File: src/rtl/atapi_eng_pkg.sv
package atapi_eng_pkg;
  typedef enum logic [2:0] {
    ST_IDLE, ST_CMD_RX, ST_WAIT, ST_PIO_OUT, ST_DMA_OUT
  } eng_state_e;

  localparam logic [2:0] A_DATA    = 3'd0;
  localparam logic [2:0] A_ERRFEAT = 3'd1;
  localparam logic [2:0] A_REASON  = 3'd2;
  localparam logic [2:0] A_BCLO    = 3'd3;
  localparam logic [2:0] A_BCHI    = 3'd4;
  localparam logic [2:0] A_STATCMD = 3'd5;
  localparam logic [2:0] A_ALTCTL  = 3'd6;

  localparam logic [7:0] STAT_XFER  = 8'h58;
  localparam logic [7:0] STAT_BUSY  = 8'hD0;
  localparam logic [7:0] STAT_DONE  = 8'h50;
  localparam logic [7:0] STAT_ABORT = 8'h51;
  localparam logic [7:0] STAT_BSY   = 8'h80;
  localparam logic [7:0] STAT_DRQ   = 8'h08;

  localparam logic [7:0] CMD_PACKET = 8'hA0;
  localparam logic [7:0] CMD_NOP    = 8'h00;

  localparam logic [1:0] RSN_CMD = 2'd1;
  localparam logic [1:0] RSN_IN  = 2'd2;
  localparam logic [1:0] RSN_END = 2'd3;
endpackage

File: src/rtl/atapi_irq_ctl.sv
module atapi_irq_ctl (
  input  logic clk,
  input  logic rst_n,
  input  logic raise,
  input  logic clear,
  input  logic nien,
  output logic pending,
  output logic intrq
);
  always_ff @(posedge clk) begin
    if (!rst_n)     pending <= 1'b0;
    else if (raise) pending <= 1'b1;
    else if (clear) pending <= 1'b0;
  end

  assign intrq = pending & ~nien;

  // raise outranks a clear in the same cycle
  p_raise_wins_r8: assert property (@(posedge clk) disable iff (!rst_n)
    raise |=> pending);
  p_hold_r8: assert property (@(posedge clk) disable iff (!rst_n)
    (pending && !clear) |=> pending);
  p_clear_r13: assert property (@(posedge clk) disable iff (!rst_n)
    (clear && !raise) |=> !pending);
endmodule

File: src/rtl/atapi_pkt_rx.sv
module atapi_pkt_rx #(
  parameter int PKT_WORDS = 6,
  localparam int IDX_W = $clog2(PKT_WORDS)
) (
  input  logic                    clk,
  input  logic                    rst_n,
  input  logic                    wr_en,
  input  logic [IDX_W-1:0]        wr_idx,
  input  logic [15:0]             wr_word,
  input  logic                    hand,
  input  logic                    abort,
  input  logic                    ready,
  output logic                    valid,
  output logic [PKT_WORDS*16-1:0] data
);
  for (genvar i = 0; i < PKT_WORDS; i++) begin : g_word
    logic [15:0] word_q;
    always_ff @(posedge clk) begin
      if (!rst_n)                                    word_q <= '0;
      else if (wr_en && wr_idx == IDX_W'(i))         word_q <= wr_word;
    end
    assign data[16*i +: 16] = word_q;
  end

  always_ff @(posedge clk) begin
    if (!rst_n)              valid <= 1'b0;
    else if (hand)           valid <= 1'b1;
    else if (abort || ready) valid <= 1'b0;
  end

  p_hold_r3: assert property (@(posedge clk) disable iff (!rst_n)
    (valid && !ready && !abort) |=> (valid && $stable(data)));
endmodule

File: src/rtl/atapi_dev_engine.sv
module atapi_dev_engine
  import atapi_eng_pkg::*;
#(
  parameter int LEN_W     = 16,
  parameter int PKT_BYTES = 12
) (
  input  logic                   clk,
  input  logic                   rst_n,
  input  logic [2:0]             reg_addr,
  input  logic                   reg_wr,
  input  logic                   reg_rd,
  input  logic [15:0]            reg_wdata,
  output logic [15:0]            reg_rdata,
  output logic                   intrq,
  output logic                   pkt_valid,
  input  logic                   pkt_ready,
  output logic [PKT_BYTES*8-1:0] pkt_data,
  input  logic                   rsp_valid,
  output logic                   rsp_ready,
  input  logic [LEN_W-1:0]       rsp_len,
  input  logic [15:0]            rsp_blk,
  output logic [LEN_W-2:0]       buf_addr,
  input  logic [15:0]            buf_rdata,
  input  logic                   dma_req_valid,
  output logic                   dma_req_ready,
  input  logic [LEN_W-1:0]       dma_req_len,
  output logic [LEN_W-1:0]       dma_grant_len,
  output logic [LEN_W-1:0]       dma_off,
  output logic                   dma_done
);
  localparam int PKT_WORDS = PKT_BYTES / 2;
  localparam int IDX_W     = $clog2(PKT_WORDS);

  eng_state_e       state;
  logic [7:0]       status;
  logic [1:0]       err_r, feat_r, reason;
  logic [15:0]      bcnt, blk_len, blk_left;
  logic             nien;
  logic [LEN_W-1:0] off, len;
  logic             irq_pending;

  // host strobes
  logic wr_cmd, wr_data, rd_stat, pio_rd, rx_wr, rsp_fire, dma_fire;
  logic is_nop, is_packet;
  assign wr_cmd    = reg_wr && (reg_addr == A_STATCMD);
  assign wr_data   = reg_wr && (reg_addr == A_DATA);
  assign rd_stat   = reg_rd && (reg_addr == A_STATCMD);
  assign pio_rd    = reg_rd && (reg_addr == A_DATA) && (state == ST_PIO_OUT);
  assign rx_wr     = wr_data && (state == ST_CMD_RX);
  assign is_nop    = reg_wdata[7:0] == CMD_NOP;
  assign is_packet = reg_wdata[7:0] == CMD_PACKET;

  assign rsp_ready     = (state == ST_WAIT) && !pkt_valid && !wr_cmd;
  assign dma_req_ready = (state == ST_DMA_OUT) && !wr_cmd;
  assign rsp_fire      = rsp_valid && rsp_ready;
  assign dma_fire      = dma_req_valid && dma_req_ready;

  // offset arithmetic
  logic [LEN_W-1:0] off_nx2, remain;
  logic rx_last, pio_last, blk_edge, dma_last;
  assign off_nx2       = off + LEN_W'(2);
  assign remain        = len - off;
  assign rx_last       = off_nx2 >= LEN_W'(PKT_BYTES);
  assign pio_last      = off_nx2 >= len;
  assign blk_edge      = blk_left <= 16'd2;
  assign dma_grant_len = (dma_req_len < remain) ? dma_req_len : remain;
  assign dma_last      = dma_grant_len == remain;
  assign buf_addr      = off[LEN_W-1:1];
  assign dma_off       = off;

  // interrupt sources
  logic raise, clear;
  assign raise = (wr_cmd && is_nop)
              || (rsp_fire && ((rsp_len == '0) || !err_r[0]))
              || (pio_rd && (pio_last || blk_edge))
              || (dma_fire && dma_last);
  assign clear = wr_cmd || (rd_stat && !status[7]);

  atapi_irq_ctl u_irq (
    .clk    (clk),
    .rst_n  (rst_n),
    .raise  (raise),
    .clear  (clear),
    .nien   (nien),
    .pending(irq_pending),
    .intrq  (intrq)
  );

  atapi_pkt_rx #(.PKT_WORDS(PKT_WORDS)) u_rx (
    .clk    (clk),
    .rst_n  (rst_n),
    .wr_en  (rx_wr),
    .wr_idx (off[IDX_W:1]),
    .wr_word(reg_wdata),
    .hand   (rx_wr && rx_last),
    .abort  (wr_cmd),
    .ready  (pkt_ready),
    .valid  (pkt_valid),
    .data   (pkt_data)
  );

  always_ff @(posedge clk) begin
    if (!rst_n) begin
      state    <= ST_IDLE;
      status   <= 8'h00;
      err_r    <= '0;
      feat_r   <= '0;
      reason   <= '0;
      bcnt     <= '0;
      nien     <= 1'b0;
      off      <= '0;
      len      <= '0;
      blk_len  <= '0;
      blk_left <= '0;
      dma_done <= 1'b0;
    end else begin
      dma_done <= dma_fire && dma_last;
      if (reg_wr) begin
        case (reg_addr)
          A_ERRFEAT: feat_r      <= reg_wdata[1:0];
          A_BCLO:    bcnt[7:0]   <= reg_wdata[7:0];
          A_BCHI:    bcnt[15:8]  <= reg_wdata[7:0];
          A_ALTCTL:  nien        <= reg_wdata[1];
          default: ;
        endcase
      end
      if (wr_cmd) begin
        if (is_packet) begin
          state  <= ST_CMD_RX;
          status <= STAT_XFER;
          err_r  <= feat_r;
          reason <= RSN_CMD;
          off    <= '0;
          len    <= LEN_W'(PKT_BYTES);
        end else if (is_nop) begin
          state  <= ST_IDLE;
          status <= STAT_ABORT;
          off    <= '0;
        end
      end else begin
        if (rx_wr) begin
          if (rx_last) begin
            state  <= ST_WAIT;
            status <= (status & ~STAT_DRQ) | STAT_BSY;
            off    <= '0;
          end else begin
            off <= off_nx2;
          end
        end
        if (rsp_fire) begin
          off <= '0;
          len <= rsp_len;
          if (rsp_len == '0) begin
            state  <= ST_IDLE;
            status <= STAT_DONE;
            reason <= RSN_END;
          end else if (err_r[0]) begin
            state  <= ST_DMA_OUT;
            status <= STAT_BUSY;
            reason <= RSN_IN;
          end else begin
            state    <= ST_PIO_OUT;
            status   <= STAT_XFER;
            reason   <= RSN_IN;
            bcnt     <= rsp_blk;
            blk_len  <= rsp_blk;
            blk_left <= rsp_blk;
          end
        end
        if (pio_rd) begin
          if (pio_last) begin
            state  <= ST_IDLE;
            status <= status & ~STAT_DRQ;
            reason <= RSN_END;
            off    <= '0;
          end else begin
            off      <= off_nx2;
            blk_left <= blk_edge ? blk_len : blk_left - 16'd2;
          end
        end
        if (dma_fire) begin
          if (dma_last) begin
            state  <= ST_IDLE;
            status <= STAT_DONE;
            off    <= '0;
          end else begin
            off <= off + dma_grant_len;
          end
        end
      end
    end
  end

  always_comb begin
    case (reg_addr)
      A_DATA:    reg_rdata = (state == ST_PIO_OUT) ? buf_rdata : 16'h0000;
      A_ERRFEAT: reg_rdata = {14'b0, err_r};
      A_REASON:  reg_rdata = {14'b0, reason};
      A_BCLO:    reg_rdata = {8'b0, bcnt[7:0]};
      A_BCHI:    reg_rdata = {8'b0, bcnt[15:8]};
      A_STATCMD,
      A_ALTCTL:  reg_rdata = {8'b0, status};
      default:   reg_rdata = 16'h0000;
    endcase
  end

  p_pio_status_r4: assert property (@(posedge clk) disable iff (!rst_n)
    (state == ST_PIO_OUT) |-> (status == STAT_XFER));
  p_busy_nodrq_r3: assert property (@(posedge clk) disable iff (!rst_n)
    status[7] |-> !status[3]);
  p_dma_done_r7: assert property (@(posedge clk) disable iff (!rst_n)
    dma_done |-> (status == STAT_DONE && irq_pending && state == ST_IDLE));
  p_nop_abort_r10: assert property (@(posedge clk) disable iff (!rst_n)
    (wr_cmd && is_nop) |=> (state == ST_IDLE && status == STAT_ABORT && irq_pending));
  p_cmd_vs_dma_r12: assert property (@(posedge clk) disable iff (!rst_n)
    (wr_cmd && !is_nop && !is_packet && state == ST_DMA_OUT) |=> (state == ST_DMA_OUT && $stable(off)));
endmodule

File: config.mk
export PLATFORM = sky130hd
export DESIGN_NAME = atapi_dev_engine
export DESIGN_NICKNAME = d
export VERILOG_FILES = /design/src/rtl/atapi_eng_pkg.sv /design/src/rtl/atapi_irq_ctl.sv /design/src/rtl/atapi_pkt_rx.sv /design/src/rtl/atapi_dev_engine.sv
export SDC_FILE = /design/constraint.sdc
export NUM_CORES = 1
export LEC_CHECK = 0
export BUFFER_PORTS_ARGS = -buffer_cell sky130_fd_sc_hd__buf_2
export CAP_MARGIN = 20
export CORE_MARGIN = 4
export CORE_UTILIZATION = 56
export DETAILED_ROUTE_END_ITERATION = 8
export GPL_TIMING_DRIVEN = 1
export PLACE_DENSITY = 0.87
export REMOVE_ABC_BUFFERS = 1
export SLEW_MARGIN = 40
export SYNTH_ARGS = -nofsm -noshare
export SYNTH_HDL_FRONTEND = slang
export SYNTH_SLANG_ARGS = --single-unit
File: constraint.sdc
create_clock -name clk -period 7 [get_ports clk]
set_clock_uncertainty 0.15 [all_clocks]
set_input_delay 0.7 -clock clk [delete_from_list [all_inputs] [get_ports clk]]
set_output_delay 0.7 -clock clk [all_outputs]
set_load 0.01 [all_outputs]
==> run summary <==
The run finished with clean final reports. The last weighted congestion value of the routability-driven placer is approximately 0.95. Across the run, the number of max-cap violations was 0. Yosys instantiated no cell more often than nand2_1. The layout net count came out at around 1.8k. The count of cells in the finished layout, fillers not included, comes to 1946. The netlist area before placement is around 0.012 sq mm. For this design the top-level I/O count stands at roughly 250. The final setup violation count came out at 0. IR analysis of the VDD net gives a maximum drop of roughly 170 uV. Using the TritonRoute via totals, the vias-per-cell ratio works out to between 6 and 7. The worst register-to-register path ends at dma_off[15]. Of the post-synthesis cell area, the dominant cell type holds 0.3341.

The post-layout utilization of the core came out at 0.6664. The area added between synthesis and finish came out at 15.70%. The main combinational cell family by area after synthesis is simple AND/OR/NAND/NOR gates. The layout has around 1.7k filler cells. The total die area came out at between 0.02 and 0.025 sq mm. The post-synthesis simple-gate area fraction is 0.2245. The number of CTS-inserted buffers is 17. The global-route wire length before repair came out at a little under 60000 um. The initial utilization of the core area, before any placement, comes to 0.5759.

The biggest fanout along the worst timing path came out at 9. The final layout contains routed wiring with a total length of 37090 um. The register-to-register setup slack is a little under 0.5 ns. The number of global-route vias before repair came to roughly 11k. The CTS sink count is approximately 200.

The count of unresolved DRC violations after routing came out at 0. Total power for the finished layout comes to ~2.6 mW. The setup path with the least slack is of type reg2reg. The total grt overflow is 0.

The element type at the critical path start is a register. Of all cell types, the one taking the most synthesized area is dfxtp_1. The number of failing hold endpoints at the final stage came out at 0. In the final timing run, aggregate negative setup slack is 0 ns.

After clock tree synthesis, the flow added hold-fix buffers numbering 0. The final critical-path share of the clock period is 0.9308. The root buffer selected by CTS is clkbuf_16. Measured along the y axis, the die boundary spans 153.2 um. The critical path ends at dma_off[15]. The total routing usage reported by global routing is 0.3021.

The detailed-router iteration count before antenna repair came out at 6. The number of enable flip-flop cells after synthesis came out at 0. The part of the Yosys area used for sequential elements is 0.3341. For this run, asynchronously set or reset flops after synthesis account for 0. Summing all flip-flop and latch instances after layout gives 0.003946 sq mm.

The minimum setup slack in the final design came out at around 0.48 ns. The level count of the clock H-tree came out at 4. The clock reaches the later pin of the worst-skew pair after about 0.43 ns. TritonCTS built the clock tree. The worst-case clock buffer depth is 2. The cell count after synthesis came out at about 1.5k. The ratio of cells with drive above 1 in the final layout is 0.2060. The relative slew slack came out at 0.4435. The placeable core area came out at between 0.02 and 0.025 sq mm.

The power per cell area came out at between 150 and 200 mW/mm^2. The average cell area after synthesis is 7.927 sq um. The number of warnings printed during yosys synthesis came out at 0. The number of cells on the worst reg-to-reg path is 23.

The largest net degree at the start of global routing came out at a little under 90. The final HPWL from detailed placement came out at around 27000 um. The count of unique library cells instantiated by Yosys came out at 91. The startpoint identified for the worst register-to-register timing path is dma_off[2]. The residual antenna-violating net count after detailed routing is 0. For this run, the leading register cell type out of synthesis is dfxtp_1. The transition time of the tightest slew-check pin is between 0.8 and 0.9 ns. Yosys attributes the largest share of cell area to dfxtp_1, nand2_1, ha_1, a21oi_1, nand3_1. The number of antenna violations at the first check in global routing is 2.

The start point of the critical path is dma_off[2]. The setup slack after placement is approximately 0.44 ns. The leakage dissipation came out at about 6.0 nW. Setup repair after global routing left no endpoint under its margin. The fmax came out at between 150 and 200 MHz. The class of the worst hold path is reg2reg. STA classifies the critical path endpoint as a register. After floorplanning, the core was divided into between 50 and 60 placement rows. The multiplexer fraction of the synthesized cell area is 0.03975. The count of input and output buffers came out at 253. The count of state elements after synthesis came out at 197. The placed instance count came out at between 1.5k and 2k. The startpoint of the most critical hold path is status[1]. The die is 153.2 um wide. The post-synthesis share of cell area spent on xor and xnor gates is 0.05162.

The post-layout minimum cycle time came out at between 6 and 7 ns. The vias after detailed routing came out at 11.81k. By count the netlist is led by nand2_1, dfxtp_1, a21oi_1, nor2_1, nand3_1. The number of pins exceeding their max-slew limit in the final report came out at 0. The area occupied by multi-input gates is between 0.007 and 0.008 sq mm. The clock-pin slew reported for the worst setup and hold paths after clock tree synthesis is ~0.07 ns. The complex-gate fraction of the synthesized area was 0.2144. The detailed router's first-iteration violation count came out at roughly 1.2k. For the worst setup path, the data arrival time is 6.67 ns.

Of the total synthesized cell area, the portion taken by full adders, half adders and majority gates is 0.07759. The post-detailed-route wirelength per cell came out at 19.06 um. The critical path required time came out at a little over 7 ns.
[worst max-delay path, stage by stage, from the launching register on]
cell       delay [ns]
dfxtp_1          0.53
inv_1            0.15
ha_1             0.43
o211a_1          0.29
o31ai_2          0.14
a211oi_1         0.22
o41ai_2          0.38
xor2_1           0.15
ha_1             0.35
nand4_1          0.14
a211oi_1         0.23
nor3_1           0.10
o21ai_2          0.30
mux2_2           0.40
ha_1             0.34
and3_1           0.20
a221o_1          0.28
a31oi_1          0.36
o21ai_0          0.28
o311ai_1         0.38
a21oi_1          0.12
xnor3_1          0.22
a2bb2oi_1        0.20
o21ai_2          0.06
[worst min-delay path by stage]
stage	to	slack (ns)	depth (start not counted)
5_1_grt	status[5]	0.31	2
4_1_cts	status[5]	0.29	2
3_5_place_dp	status[1]	0.28	2
3_3_place_gp	status[1]	0.27	2
6_report	status[1]	0.29	2
2_1_floorplan	status[2]	0.26	2
[sequential cells by signal, summed over array words and instances (netlist names), 2 cells and up]
register and flops:
u_rx.g_word.word_q 96, bcnt 16, blk_left 16, blk_len 16, dma_off 16, len 16, status 8, state 3
err_r 2, feat_r 2, reason 2
[cells by family (layout without fill, tap and decap cells)]
family	Yosys count	in the layout
buf+inv	161	347
other cells	0	1
fa+ha+maj	72	72
flops	197	197
xor+xnor	60	60
mux	46	46
simple gates	573	573
compound gates	380	380
[where the power goes]
group / internal [mW] / switching (mW)
Combinational: 0.165 / 0.258
Clock: 0.604 / 0.447
Sequential: 1.12 / 0.00421
Total: 1.89 / 0.710
[cells in the final DEF, fill, tap and decap left out, drive strengths merged, types with 4 or more instances in the layout]
| cell type | netlist | routed |
|---|---|---|
| buf | 29 | 260 |
| xnor2 | 35 | 35 |
| o21a | 8 | 8 |
| nand4 | 12 | 12 |
| nand3 | 85 | 85 |
| and4 | 5 | 5 |
| or4 | 5 | 5 |
| mux2 | 7 | 7 |
| xnor3 | 5 | 5 |
| a21oi | 161 | 161 |
| xor2 | 19 | 19 |
| nor4 | 10 | 10 |
| nor2 | 103 | 103 |
| a22oi | 12 | 12 |
| a32oi | 9 | 9 |
| clkbuf | 77 | 19 |
| dfxtp | 197 | 197 |
| o31ai | 8 | 8 |
| o211ai | 8 | 8 |
| and2 | 18 | 18 |
| ha | 70 | 70 |
| nor2b | 5 | 5 |
| a22o | 6 | 6 |
| nand2b | 10 | 10 |
| a21o | 16 | 16 |
| nor3 | 17 | 17 |
| a211oi | 24 | 24 |
| a2111oi | 4 | 4 |
| clkinvlp | 0 | 4 |
| o21ai | 58 | 58 |
| or3 | 8 | 8 |
| bufinv | 0 | 4 |
| a31oi | 23 | 23 |
| nand2 | 271 | 271 |
| mux2i | 39 | 39 |
| inv | 54 | 58 |
| and3 | 9 | 9 |
[stage by stage]
stage,hold WS [ns],area (sq um)
after CTS,0.2903,13640
after detailed placement,0.2803,13010
after global placement,0.2709,13000
final,0.2886,13660
after floorplan,0.2594,11330
after global routing,0.3129,13660
[metal layers]
metal  track usage  wire length, um  vias up
met4        0.1129             1374        2
met2        0.4796            16960      624
met3       0.05541             3481       86
li1              -                -     5585
met1        0.4114            15270     5508
met5             0                7        -
[final cells by class]
cell class	count	area share
diodes	1	0.0001832
clock buffers	19	0.03170
clock inverters	13	0.01420
inverters	55	0.01530
multi-input cells	1131	0.5281
flip-flops and latches	197	0.2890
well taps	270	0.02474
repair buffers	260	0.09684
[what timing repair did]
item,4_1_cts,5_1_grt
hold endpoints to repair,0,0
resized for setup,0,3
endpoints found under the setup margin,0,1
setup buffers,0,0
Power figures use the tool's default switching activity.
